<file path="src/rtl/sc_pkg.sv">
`timescale 1ns/1ps
package sc_pkg;
    localparam int DW      = 8;
    localparam int FRAME_W = DW + 3;

    localparam logic [1:0] A_MODE = 2'd0;
    localparam logic [1:0] A_TDR  = 2'd1;
    localparam logic [1:0] A_RDR  = 2'd2;
    localparam logic [1:0] A_STAT = 2'd3;

    localparam logic [7:0] MODE_DEFAULT = 8'hF2;

    typedef struct packed {
        logic msb_first;
        logic invert;
        logic enable;
    } mode_t;

    typedef enum logic [1:0] {RX_IDLE, RX_START, RX_BITS} rx_state_e;

    // Map between a stored byte and its line order. Reversal and complement
    // are both involutions and commute, so the same map serves both directions.
    function automatic logic [DW-1:0] conv_byte(input logic [DW-1:0] d, input mode_t m);
        logic [DW-1:0] r;
        for (int i = 0; i < DW; i++) r[i] = m.msb_first ? d[DW-1-i] : d[i];
        return m.invert ? ~r : r;
    endfunction

    function automatic logic even_par(input logic [DW-1:0] d);
        return ^d;
    endfunction
endpackage

</file>
<file path="src/rtl/sc_mode_reg.sv">
`timescale 1ns/1ps
module sc_mode_reg
    import sc_pkg::*;
(
    input  logic       clk,
    input  logic       rst,
    input  logic       standby,
    input  logic       wr,
    input  mode_t      wmode,
    output mode_t      mode,
    output logic [7:0] mode_rd
);
    mode_t mode_q;

    always_ff @(posedge clk) begin
        if (rst || standby) mode_q <= '0;
        else if (wr)        mode_q <= wmode;
    end

    assign mode    = mode_q;
    assign mode_rd = {4'hF, mode_q.msb_first, mode_q.invert, 1'b1, mode_q.enable};

    AST_STANDBY_DEFAULT: assert property (@(posedge clk) disable iff (rst)
        standby |=> (mode_rd == MODE_DEFAULT));
endmodule

</file>
<file path="src/rtl/sc_tx.sv">
`timescale 1ns/1ps
module sc_tx
    import sc_pkg::*;
#(
    parameter int CLKS_PER_BIT = 372
) (
    input  logic          clk,
    input  logic          rst,
    input  mode_t         mode,
    input  logic          tdr_wr,
    input  logic [DW-1:0] wdata,
    output logic          tx_empty,
    output logic          ser_tx
);
    localparam int CW = (CLKS_PER_BIT > 1) ? $clog2(CLKS_PER_BIT) : 1;
    localparam int IW = $clog2(FRAME_W + 1);
    localparam logic [CW-1:0] CNT_LAST = CW'(CLKS_PER_BIT - 1);
    localparam logic [IW-1:0] IDX_LAST = IW'(FRAME_W - 1);

    logic [DW-1:0]      tdr_q;
    logic               empty_q;
    logic               busy_q;
    logic [FRAME_W-1:0] sh_q;
    logic [CW-1:0]      cnt_q;
    logic [IW-1:0]      idx_q;

    logic [DW-1:0]      line_w;
    logic [FRAME_W-1:0] frame_w;
    logic               load;
    logic               wr_ok;

    always_comb begin
        line_w  = conv_byte(tdr_q, mode);
        frame_w = {1'b1, even_par(line_w), line_w, 1'b0};
        load    = !busy_q && !empty_q;
        wr_ok   = tdr_wr && mode.enable;
    end

    always_ff @(posedge clk) begin
        if (rst) begin
            tdr_q   <= '0;
            empty_q <= 1'b1;
            busy_q  <= 1'b0;
            sh_q    <= '1;
            cnt_q   <= '0;
            idx_q   <= '0;
        end else begin
            if (load) begin
                sh_q    <= frame_w;
                busy_q  <= 1'b1;
                cnt_q   <= '0;
                idx_q   <= '0;
                empty_q <= 1'b1;
            end else if (busy_q) begin
                if (cnt_q == CNT_LAST) begin
                    cnt_q <= '0;
                    sh_q  <= {1'b1, sh_q[FRAME_W-1:1]};
                    if (idx_q == IDX_LAST) busy_q <= 1'b0;
                    else                   idx_q  <= idx_q + 1'b1;
                end else begin
                    cnt_q <= cnt_q + 1'b1;
                end
            end
            if (wr_ok) begin
                tdr_q   <= wdata;
                empty_q <= 1'b0;
            end
        end
    end

    assign tx_empty = empty_q;
    assign ser_tx   = busy_q ? sh_q[0] : 1'b1;

    AST_TX_DISABLED_WRITE: assert property (@(posedge clk) disable iff (rst)
        (tdr_wr && !mode.enable && empty_q) |=> empty_q);
    AST_TX_LOAD: assert property (@(posedge clk) disable iff (rst)
        (!busy_q && !empty_q && !wr_ok) |=> (busy_q && empty_q));
    AST_TX_FRAME_START: assert property (@(posedge clk) disable iff (rst)
        $rose(busy_q) |-> !ser_tx);
    AST_TX_PARITY: assert property (@(posedge clk) disable iff (rst)
        $rose(busy_q) |-> (sh_q[DW+1] == ^sh_q[DW:1]));
endmodule

</file>
<file path="src/rtl/sc_rx.sv">
`timescale 1ns/1ps
module sc_rx
    import sc_pkg::*;
#(
    parameter int CLKS_PER_BIT = 372
) (
    input  logic          clk,
    input  logic          rst,
    input  mode_t         mode,
    input  logic          ser_rx,
    input  logic          rd_clr,
    input  logic          perr_clr,
    output logic [DW-1:0] rdr,
    output logic          rx_full,
    output logic          perr
);
    localparam int CW = (CLKS_PER_BIT > 1) ? $clog2(CLKS_PER_BIT) : 1;
    localparam logic [CW-1:0] CNT_LAST  = CW'(CLKS_PER_BIT - 1);
    localparam logic [CW-1:0] HALF_LAST = CW'(CLKS_PER_BIT / 2 - 1);
    localparam logic [3:0]    IDX_PAR   = 4'(DW);

    logic       s1_q, s2_q, s3_q;
    rx_state_e  st_q;
    logic [CW-1:0] cnt_q;
    logic [3:0]    idx_q;
    logic [DW:0]   sh_q;
    logic [DW-1:0] rdr_q;
    logic          full_q;
    logic          perr_q;

    logic [DW:0]   nxt;
    logic          store;
    logic          bad_par;

    always_comb begin
        nxt     = {s2_q, sh_q[DW:1]};
        store   = (st_q == RX_BITS) && (cnt_q == CNT_LAST) && (idx_q == IDX_PAR);
        bad_par = even_par(nxt[DW-1:0]) != nxt[DW];
    end

    always_ff @(posedge clk) begin
        if (rst) begin
            s1_q   <= 1'b1;
            s2_q   <= 1'b1;
            s3_q   <= 1'b1;
            st_q   <= RX_IDLE;
            cnt_q  <= '0;
            idx_q  <= '0;
            sh_q   <= '0;
            rdr_q  <= '0;
            full_q <= 1'b0;
            perr_q <= 1'b0;
        end else begin
            s1_q <= ser_rx;
            s2_q <= s1_q;
            s3_q <= s2_q;
            case (st_q)
                RX_IDLE: begin
                    if (mode.enable && s3_q && !s2_q) begin
                        st_q  <= RX_START;
                        cnt_q <= '0;
                    end
                end
                RX_START: begin
                    if (cnt_q == HALF_LAST) begin
                        cnt_q <= '0;
                        idx_q <= '0;
                        st_q  <= s2_q ? RX_IDLE : RX_BITS;
                    end else begin
                        cnt_q <= cnt_q + 1'b1;
                    end
                end
                RX_BITS: begin
                    if (cnt_q == CNT_LAST) begin
                        cnt_q <= '0;
                        sh_q  <= nxt;
                        if (idx_q == IDX_PAR) st_q  <= RX_IDLE;
                        else                  idx_q <= idx_q + 1'b1;
                    end else begin
                        cnt_q <= cnt_q + 1'b1;
                    end
                end
                default: st_q <= RX_IDLE;
            endcase

            if (store) begin
                rdr_q  <= conv_byte(nxt[DW-1:0], mode);
                full_q <= 1'b1;
            end else if (rd_clr) begin
                full_q <= 1'b0;
            end

            if (store && bad_par) perr_q <= 1'b1;
            else if (perr_clr)    perr_q <= 1'b0;
        end
    end

    assign rdr     = rdr_q;
    assign rx_full = full_q;
    assign perr    = perr_q;

    AST_PERR_STICKY: assert property (@(posedge clk) disable iff (rst)
        (perr_q && !perr_clr) |=> perr_q);
    AST_RXFULL_CLEAR: assert property (@(posedge clk) disable iff (rst)
        (rd_clr && !store) |=> !full_q);
    AST_RX_IDX_RANGE: assert property (@(posedge clk) disable iff (rst)
        (st_q == RX_BITS) |-> (idx_q <= IDX_PAR));
    AST_RX_IDLE_DISABLED: assert property (@(posedge clk) disable iff (rst)
        (st_q == RX_IDLE && !mode.enable) |=> (st_q == RX_IDLE));
endmodule

</file>
<file path="src/rtl/sc_char_port.sv">
`timescale 1ns/1ps
module sc_char_port
    import sc_pkg::*;
#(
    parameter int CLKS_PER_BIT = 372
) (
    input  logic       clk,
    input  logic       rst,
    input  logic       standby,
    input  logic       wr_en,
    input  logic       rd_en,
    input  logic [1:0] addr,
    input  logic [7:0] wdata,
    output logic [7:0] rdata,
    output logic       ser_tx,
    input  logic       ser_rx
);
    mode_t       mode;
    mode_t       wmode;
    logic [7:0]  mode_rd;
    logic [7:0]  rdr;
    logic        tx_empty, rx_full, perr;
    logic        mode_wr, tdr_wr, rd_clr, perr_clr;

    always_comb begin
        wmode    = '{msb_first: wdata[3], invert: wdata[2], enable: wdata[0]};
        mode_wr  = wr_en && (addr == A_MODE);
        tdr_wr   = wr_en && (addr == A_TDR);
        rd_clr   = rd_en && (addr == A_RDR);
        perr_clr = wr_en && (addr == A_STAT) && wdata[2];
    end

    sc_mode_reg u_mode (
        .clk(clk), .rst(rst), .standby(standby), .wr(mode_wr),
        .wmode(wmode), .mode(mode), .mode_rd(mode_rd)
    );

    sc_tx #(.CLKS_PER_BIT(CLKS_PER_BIT)) u_tx (
        .clk(clk), .rst(rst), .mode(mode), .tdr_wr(tdr_wr),
        .wdata(wdata), .tx_empty(tx_empty), .ser_tx(ser_tx)
    );

    sc_rx #(.CLKS_PER_BIT(CLKS_PER_BIT)) u_rx (
        .clk(clk), .rst(rst), .mode(mode), .ser_rx(ser_rx),
        .rd_clr(rd_clr), .perr_clr(perr_clr),
        .rdr(rdr), .rx_full(rx_full), .perr(perr)
    );

    always_comb begin
        case (addr)
            A_MODE:  rdata = mode_rd;
            A_RDR:   rdata = rdr;
            A_STAT:  rdata = {5'b0, perr, rx_full, tx_empty};
            default: rdata = 8'h00;
        endcase
    end

    AST_RESET_STATUS: assert property (@(posedge clk)
        rst |=> (tx_empty && !rx_full && !perr && ser_tx));
endmodule

</file>
<file path="config.mk">
export PLATFORM = sky130hd
export DESIGN_NAME = sc_char_port
export DESIGN_NICKNAME = d
export VERILOG_FILES = /design/src/rtl/sc_pkg.sv /design/src/rtl/sc_mode_reg.sv /design/src/rtl/sc_tx.sv /design/src/rtl/sc_rx.sv /design/src/rtl/sc_char_port.sv
export SDC_FILE = /design/constraint.sdc
export NUM_CORES = 1
export LEC_CHECK = 0
export ABC_AREA = 0
export BUFFER_PORTS_ARGS = -buffer_cell sky130_fd_sc_hd__buf_2
export CAP_MARGIN = 20
export CORE_UTILIZATION = 49
export CTS_BUF_LIST = sky130_fd_sc_hd__clkbuf_4
export DETAILED_ROUTE_END_ITERATION = 10
export PLACE_DENSITY = 0.69
export SLEW_MARGIN = 20
export SYNTH_ARGS = -nofsm -noshare
export SYNTH_HDL_FRONTEND = slang
export SYNTH_SLANG_ARGS = --single-unit
</file>
<file path="constraint.sdc">
create_clock -name clk -period 1.84 [get_ports clk]
set_clock_uncertainty 0.15 [all_clocks]
set_input_delay 0.092 -clock clk [delete_from_list [all_inputs] [get_ports clk]]
set_output_delay 0.092 -clock clk [all_outputs]
set_load 0.005 [all_outputs]
</file>
==> metrics.md, run 1 <==
| Metric | Value |
|---|---|
| Root Buffer | clkbuf_4 |
| Psw | slightly above 700 uW |
| Worst r2r src | u_rx.cnt_q[1] |
| Critical Path Fanout Max | 5 |
| Peak Freq | ~540 MHz |
| First-pass GRT wire length | approximately 12000 um |
| Logic pwr share | 8.7% |
| Type of origin of the critical path | flip-flop |
| Fin. Hold Viols | 0 |
| Hold WC Path Type | in2reg |
| Initial antenna violation count | 0 |
| Htree depth | 3 |
| Io pins | 25 |
| EDFF count, synth | 0 |
| Die X | between 80 and 90 um |
| Fin nets | about 500 |
| Worst Setup Slack, final | -0.0176 ns |
| Worst hold path endpoint | u_rx.perr |
| Clk slew on worst S/H paths | about 0.13 ns |
| TritonCTS clock tree | yes |
| Sw frac | 25.6% |
| Clock Power Share | between 30% and 40% |
| Post-Route WL | between 7000 and 8000 um |
| Final core utilization | between 60 and 70% |
| Mapped cell area | about 3700 sq um |
| Seq/Total Area, Yosys | 38.9% |
| Max_slew headroom | around three fifths |
| Largest cells by area after synthesis | dfxtp_1 39%, mux2i_1 11%, xnor2_1 7.6% |
| Layout cells sized above 1 | 23.0% |
| Setup TNS | -0.0193 ns |
| Reg-to-reg endpoint | u_rx.idx_q[3] |
| TritonCTS Buffers | 9 |
| Primary FF master, synth | dfxtp_1 |
| Area Overhead vs Synth | 22.3% |
| Pleak | between 0.0015 and 0.002 uW |
| Number of global-route vias before repair | approximately 2800 |
| Worst Max-Slew Pin Slew | slightly above 0.6 ns |
| DRT antenna net count | 0 |
| CP delay by family, top | simple AND/OR/NAND/NOR gates |
| Largest net degree at the start of global routing | 48 |
| CTS max path bufs | 2 |
| Tcrit/Tclk final | 101% |
| Violated checks | setup timing |
| Cells after Synth | between 400 and 500 |
| Initial Util | 50.9% |
| Min cycle time layout | around 1.9 ns |
| Via count | roughly 3100 |
| Drt drc | 0 |
| Worst path max stage delay | about 0.46 ns |
| Worst Setup Path Type | reg2reg |
| Max-Cap Viols | 0 |
| Total track usage | between 20% and 30% |
| RSZ-0062 raised after global routing | true |
| Ys Warns | 0 |
| CP bufs+invs | 0 |
| Worst-path cell chain | ha_4 > and4b_2 > a21o_4 > nand3_4 > or4_1 > o22ai_1 |
| Synth async-reset ratio | 0% |
| Final setup vio count | 2 |
| Slowest-stage cell, CP | or4_1 |
| Rows | 31 |
| Worst Setup End Kind | flip-flop |
| Levels on crit path | 6 |
| Status | finished, violations left |
| Synth unique cells | 51 |
| Post-DP HPWL | ~5000 um |
| Min-delay src | addr[0] |
| Int Pwr | roughly 2100 uW |
| Clk_lat worst skew | roughly 0.41 ns |
| Initial DRC Count | 75 |
| IO Port Bufs | 24 |
| Pwr dens | 621 nW/um^2 |
| Num Clock Sinks | 72 |
| Worst R2R Setup Slack | -0.02 ns |
| Post-DR vias/cell | approximately 5.3 |
| CP Data Required Time | a little over 2 ns |
| Core box area | between 7000 and 8000 sq um |
| Yosys top cell area share | between 30% and 40% |
| FF-to-FF path depth | 6 |
| Gpl congestion | roughly 0.86 |
| Die height | 89.0 um |
| TritonRoute pass-1 iters | 4 |
| Die area | slightly below 8000 sq um |
| Final Power | between 2000 and 3000 uW |
| Routed WL per cell | 13.2 um |
| ANT cells | 0 |
| Cell taking the most area after synthesis | dfxtp_1 |
| Peak VDD IR | between 0.4 and 0.5 mV |
| Gr ovfl total | 0 |
| Synth Register Bits | 72 |
| Average size of a mapped cell | 9.05 sq um |
| Sequential share of power | 55.7% |
| Syn_nets | 437 |
| Hold Path Depth | 4 |
| Max-slew violations | 0 |
| CP arrival | between 2 and 2.5 ns |
[tightest hold or removal path, cell delays in order]
cell and delay (ns):
buf_2 0.19, nand4_1 0.14, a22oi_1 0.08, nor2_1 0.08
[Yosys cell counts, drive strengths merged, types with 2 or more instances]
| cell | number |
|---|---|
| nand3b | 3 |
| or2 | 7 |
| xnor2 | 32 |
| nand3 | 9 |
| nor3 | 5 |
| a21oi | 29 |
| and3 | 7 |
| nand2 | 45 |
| nor2b | 3 |
| dfxtp | 72 |
| o21ai | 10 |
| mux2i | 39 |
| clkbuf | 13 |
| ha | 11 |
| and4bb | 2 |
| xor2 | 8 |
| or3b | 2 |
| a221oi | 9 |
| nor3b | 2 |
| nand4 | 5 |
| nand2b | 8 |
| inv | 13 |
| a31oi | 5 |
| buf | 7 |
| a21boi | 2 |
| a22oi | 3 |
| nor2 | 40 |
[per-stage QoR]
stage	instance area, sq um	hold WS, ns	std cells	setup slack, ns
CTS	4450	0.0225	578	-0.0137
finish	4540	0.0559	581	-0.0176
floorplan	3710	0.0188	410	0.0176
detailed placement	4100	0.127	542	-0.0697
global placement	4100	0.128	542	0.00711
global route	4540	0.0579	581	-0.0888
[flip-flops by register name, indices dropped and copies added (netlist names)]
name,count
u_rx.st_q,2
u_rx.perr,1
u_rx.s1_q,1
u_rx.rx_full,1
u_tx.tdr_q,8
u_rx.s3_q,1
u_rx.rdr,8
u_tx.idx_q,4
u_tx.busy_q,1
u_rx.idx_q,4
u_rx.sh_q,8
u_rx.s2_q,1
u_mode.mode,3
u_tx.tx_empty,1
u_tx.sh_q,10
u_tx.cnt_q,9
u_rx.cnt_q,9
[power groups by stage]
stage	Clock, uW	Sequential (uW)	Combinational, uW
2_1_floorplan	0	1600	125
3_3_place_gp	0	1610	190
4_1_cts	1040	1570	235
6_report	1000	1570	245
5_1_grt	1100	1570	266
3_5_place_dp	0	1610	194
[how the worst max path moves through the flow]
stage	start	endpoint	slack, ns
6_report	u_rx.cnt_q[1]	u_rx.idx_q[3]	-0.02
5_1_grt	u_rx.cnt_q[1]	u_rx.idx_q[3]	-0.09
4_1_cts	u_rx.cnt_q[1]	u_rx.idx_q[3]	-0.01
3_5_place_dp	u_rx.cnt_q[1]	u_rx.idx_q[3]	-0.07
3_3_place_gp	u_rx.cnt_q[1]	u_rx.idx_q[3]	0.007
2_1_floorplan	u_rx.cnt_q[1]	u_rx.idx_q[3]	0.02
[logic make-up after synthesis]
family	after synthesis	share of synthesized area (%)
DFF	72	38.9
adders and majority gates	11	3.71
AOI/OAI and AO/OA	66	11.8
and+or+nand+nor	148	20.9
xor gates and xnor gates	41	10.1
muxes	39	10.5
buffers and inverters	33	4.11
[timing repair]
action	CTS	global route
resized for setup	3	20
hold endpoints to repair	19	0
buffers inserted	4	3
hold buffers	16	0
pin swaps	2	5
setup endpoints to repair	6	18
[layer usage]
| layer | track usage [%] | wire, um | vias up |
|---|---|---|---|
| li1 | - | - | 1564 |
| met4 | 9.52 | 139 | 0 |
| met5 | 0 | 0 | - |
| met1 | 24.4 | 3480 | 1470 |
| met3 | 3.42 | 176 | 14 |
| met2 | 34.8 | 3870 | 39 |
[layout by cell type (no fill, tap or decap), types with 11 or more instances in the layout]
cell           Yosys  final
nand2_1           45     45
xnor2_1           32     32
dlygate4sd3_1      0     16
buf_4              0     32
inv_1             13     11
nor2_1            39     39
dfxtp_1           72     65
buf_2              7     24
a21oi_1           29     26
mux2i_1           39     39
[layout make-up]
cell class	count	area, sq um
clock buffers	9	67.6
flip-flops and latches	72	1450
fillers	633	2750
inverters	13	48.8
well taps	99	124
repair buffers	76	583
clock inverters	7	70.1
multi-input cells	305	2190
Note: power is estimated with default switching activity, not from simulation.
==> run 2, diff against run 1 <==
ABC_AREA = unset   (was 0)
REMOVE_ABC_BUFFERS = 1   (was unset)
==> run 2 against run 1 <==
Net effect: the run still ends with setup timing left; sequential power about the same; hold slack improved by 0.011 ns; design area increased by 1.8%; register-to-register slack got worse by 0.04 ns; sequential cell count unchanged; die area unchanged; critical path depth increased by 1; fmax decreased by 2.1%; clock power increased by 16%; worst setup slack got worse by 0.040 ns.
==> metrics.md, run 2 (synthesis results as in run 1) <==
| Metric | Value |
|---|---|
| Status | finished, violations left |
| Violated checks | setup timing |
| Int Pwr | around 2300 uW |
| TritonCTS clock tree | yes |
| Number of global-route vias before repair | between 2000 and 3000 |
| Clk slew on worst S/H paths | 0.13 ns |
| Hold Path Depth | 4 |
| Sequential share of power | between 50% and 60% |
| Routed WL per cell | around 14 um |
| Post-Route WL | roughly 7900 um |
| Gr ovfl total | 0 |
| Pleak | 0.00176 uW |
| Worst Setup Slack, final | -0.0578 ns |
| Worst R2R Setup Slack | -0.06 ns |
| First-pass GRT wire length | about 12000 um |
| Critical Path Fanout Max | 5 |
| CP Data Required Time | slightly above 2 ns |
| Min cycle time layout | 1.90 ns |
| Worst Max-Slew Pin Slew | 0.626 ns |
| Die area | between 7000 and 8000 sq um |
| Die X | around 90 um |
| TritonCTS Buffers | 9 |
| Final Power | between 2000 and 3000 uW |
| Final hold slack | about 0.067 ns |
| Largest net degree at the start of global routing | 36 |
| Regs by FF count | u_tx.sh_q x10, u_rx.cnt_q x9, u_tx.cnt_q x9 |
| CP arrival | ~2.1 ns |
| DP Worst Slack | -0.0652 ns |
| Total track usage | 19.5% |
| Commonest non-fill, non-tap cell in the layout | dfxtp_1 |
| Post-DP HPWL | 5090 um |
| Worst r2r src | u_rx.cnt_q[1] |
| Fin nets | 503 |
| Worst hold path endpoint | u_rx.perr |
| RSZ-0062 raised after global routing | true |
| Rows | 31 |
| Pwr dens | around 650 nW/um^2 |
| Initial antenna violation count | 0 |
| Initial DRC Count | 140 |
| Gpl congestion | ~0.79 |
| Max reg flops | 10 |
| Post-DR vias/cell | approximately 5.3 |
| Max_slew headroom | around three fifths |
| Area Overhead vs Synth | 24.5% |
| Num Clock Sinks | 72 |
| FF-to-FF path depth | 7 |
| Layout cells sized above 1 | ~25% |
| Via count | 3048 |
| Worst Setup Path Type | reg2reg |
| Final core utilization | roughly 63% |
| Clock Power Share | 38.8% |
| Tcrit/Tclk final | 103% |
| Worst-path cell chain | inv_2 > ha_4 > nand4bb_1 > o21ai_4 > nand3_4 > or4_4 > o22ai_2 |
| Logic pwr share | 8.7% |
| Most frequent cells in the layout | 65 x dfxtp_1, 45 x nand2_1, 39 x mux2i_1 |
| Setup TNS | -0.150 ns |
| Max-slew violations | 0 |
| Psw | ~720 uW |
| Htree depth | 3 |
| Die height | roughly 89 um |
| Worst Setup End Kind | flip-flop |
| Min-delay src | addr[0] |
| Clk_lat worst skew | about 0.42 ns |
| Initial Util | between 50% and 60% |
| Slowest-stage cell, CP | or4_4 |
| Fin. Hold Viols | 0 |
| Io pins | 25 |
| IO Port Bufs | 24 |
| Root Buffer | clkbuf_4 |
| Sw frac | between 20% and 30% |
| Worst path max stage delay | approximately 0.49 ns |
| Reg-to-reg endpoint | u_rx.idx_q[3] |
| Final setup vio count | 4 |
| Type of origin of the critical path | flip-flop |
| Peak VDD IR | 0.420 mV |
| CTS max path bufs | 2 |
| Top reg by flops | u_tx.sh_q |
| DRT antenna net count | 0 |
| Max-Cap Viols | 0 |
| Core box area | 7290 sq um |
| Hold WC Path Type | in2reg |
| ANT cells | 0 |
| TritonRoute pass-1 iters | 4 |
| Peak Freq | 527 MHz |
| Drt drc | 0 |
[run 2: metrics by stage]
| stage | cells | instance area (sq um) |
|---|---|---|
| detailed placement | 537 | 4060 |
| finish | 580 | 4620 |
| CTS | 569 | 4400 |
| global route | 580 | 4620 |
| global placement | 537 | 4060 |
| floorplan | 390 | 3610 |
[run 2: final cells by class]
class | instances | area (sq um)
Clock buffer | 10 | 75.1
Multi-Input combinational cell | 305 | 2220
Tap cell | 99 | 124
Fill cell | 636 | 2670
Clock inverter | 6 | 92.6
Inverter | 13 | 48.8
Timing Repair Buffer | 75 | 607
Sequential cell | 72 | 1460
[run 2: worst max path at each step]
| stage | from | end | depth (start not counted) |
|---|---|---|---|
| final | u_rx.cnt_q[1] | u_rx.idx_q[3] | 7 |
| after global placement | u_rx.cnt_q[1] | u_rx.idx_q[3] | 7 |
| after floorplan | u_rx.cnt_q[0] | u_rx.idx_q[2] | 6 |
| after global routing | u_rx.cnt_q[1] | u_rx.idx_q[3] | 7 |
| after detailed placement | u_rx.cnt_q[1] | u_rx.idx_q[3] | 6 |
| after CTS | u_rx.cnt_q[0] | u_rx.idx_q[3] | 6 |
[run 2: worst max-delay path: cells and delay by family (launching register included)]
kind | cells | cell delay [ns]
compound gates | 2 | 0.40
buf+inv | 1 | 0.07
simple gates | 3 | 0.72
fa+ha+maj | 1 | 0.12
flops | 1 | 0.39
[run 2: power groups by stage]
stage               combinational, uW  clock [uW]  sequential, uW
floorplan                        94.1           0            1610
global placement                  183           0            1610
detailed placement                188           0            1610
CTS                               224        1200            1570
global route                      280        1270            1570
finish                            259        1160            1570
[run 2: timing repair]
action / 4_1_cts / 5_1_grt
endpoints found under the setup margin: 11 / 24
buffers inserted: 1 / 10
gates resized for setup: 5 / 32
hold buffers: 15 / 0
endpoints found under the hold margin: 31 / 0
gates cloned: 0 / 1
pin swaps: 2 / 12
[run 2: per-layer routing]
metal | track usage, % | vias to the layer above | wire length [um]
met5 | 0 | - | 0
met4 | 4.91 | 0 | 46
met3 | 5.54 | 6 | 247
met2 | 32.2 | 46 | 3930
met1 | 25.4 | 1442 | 3640
li1 | - | 1554 | -
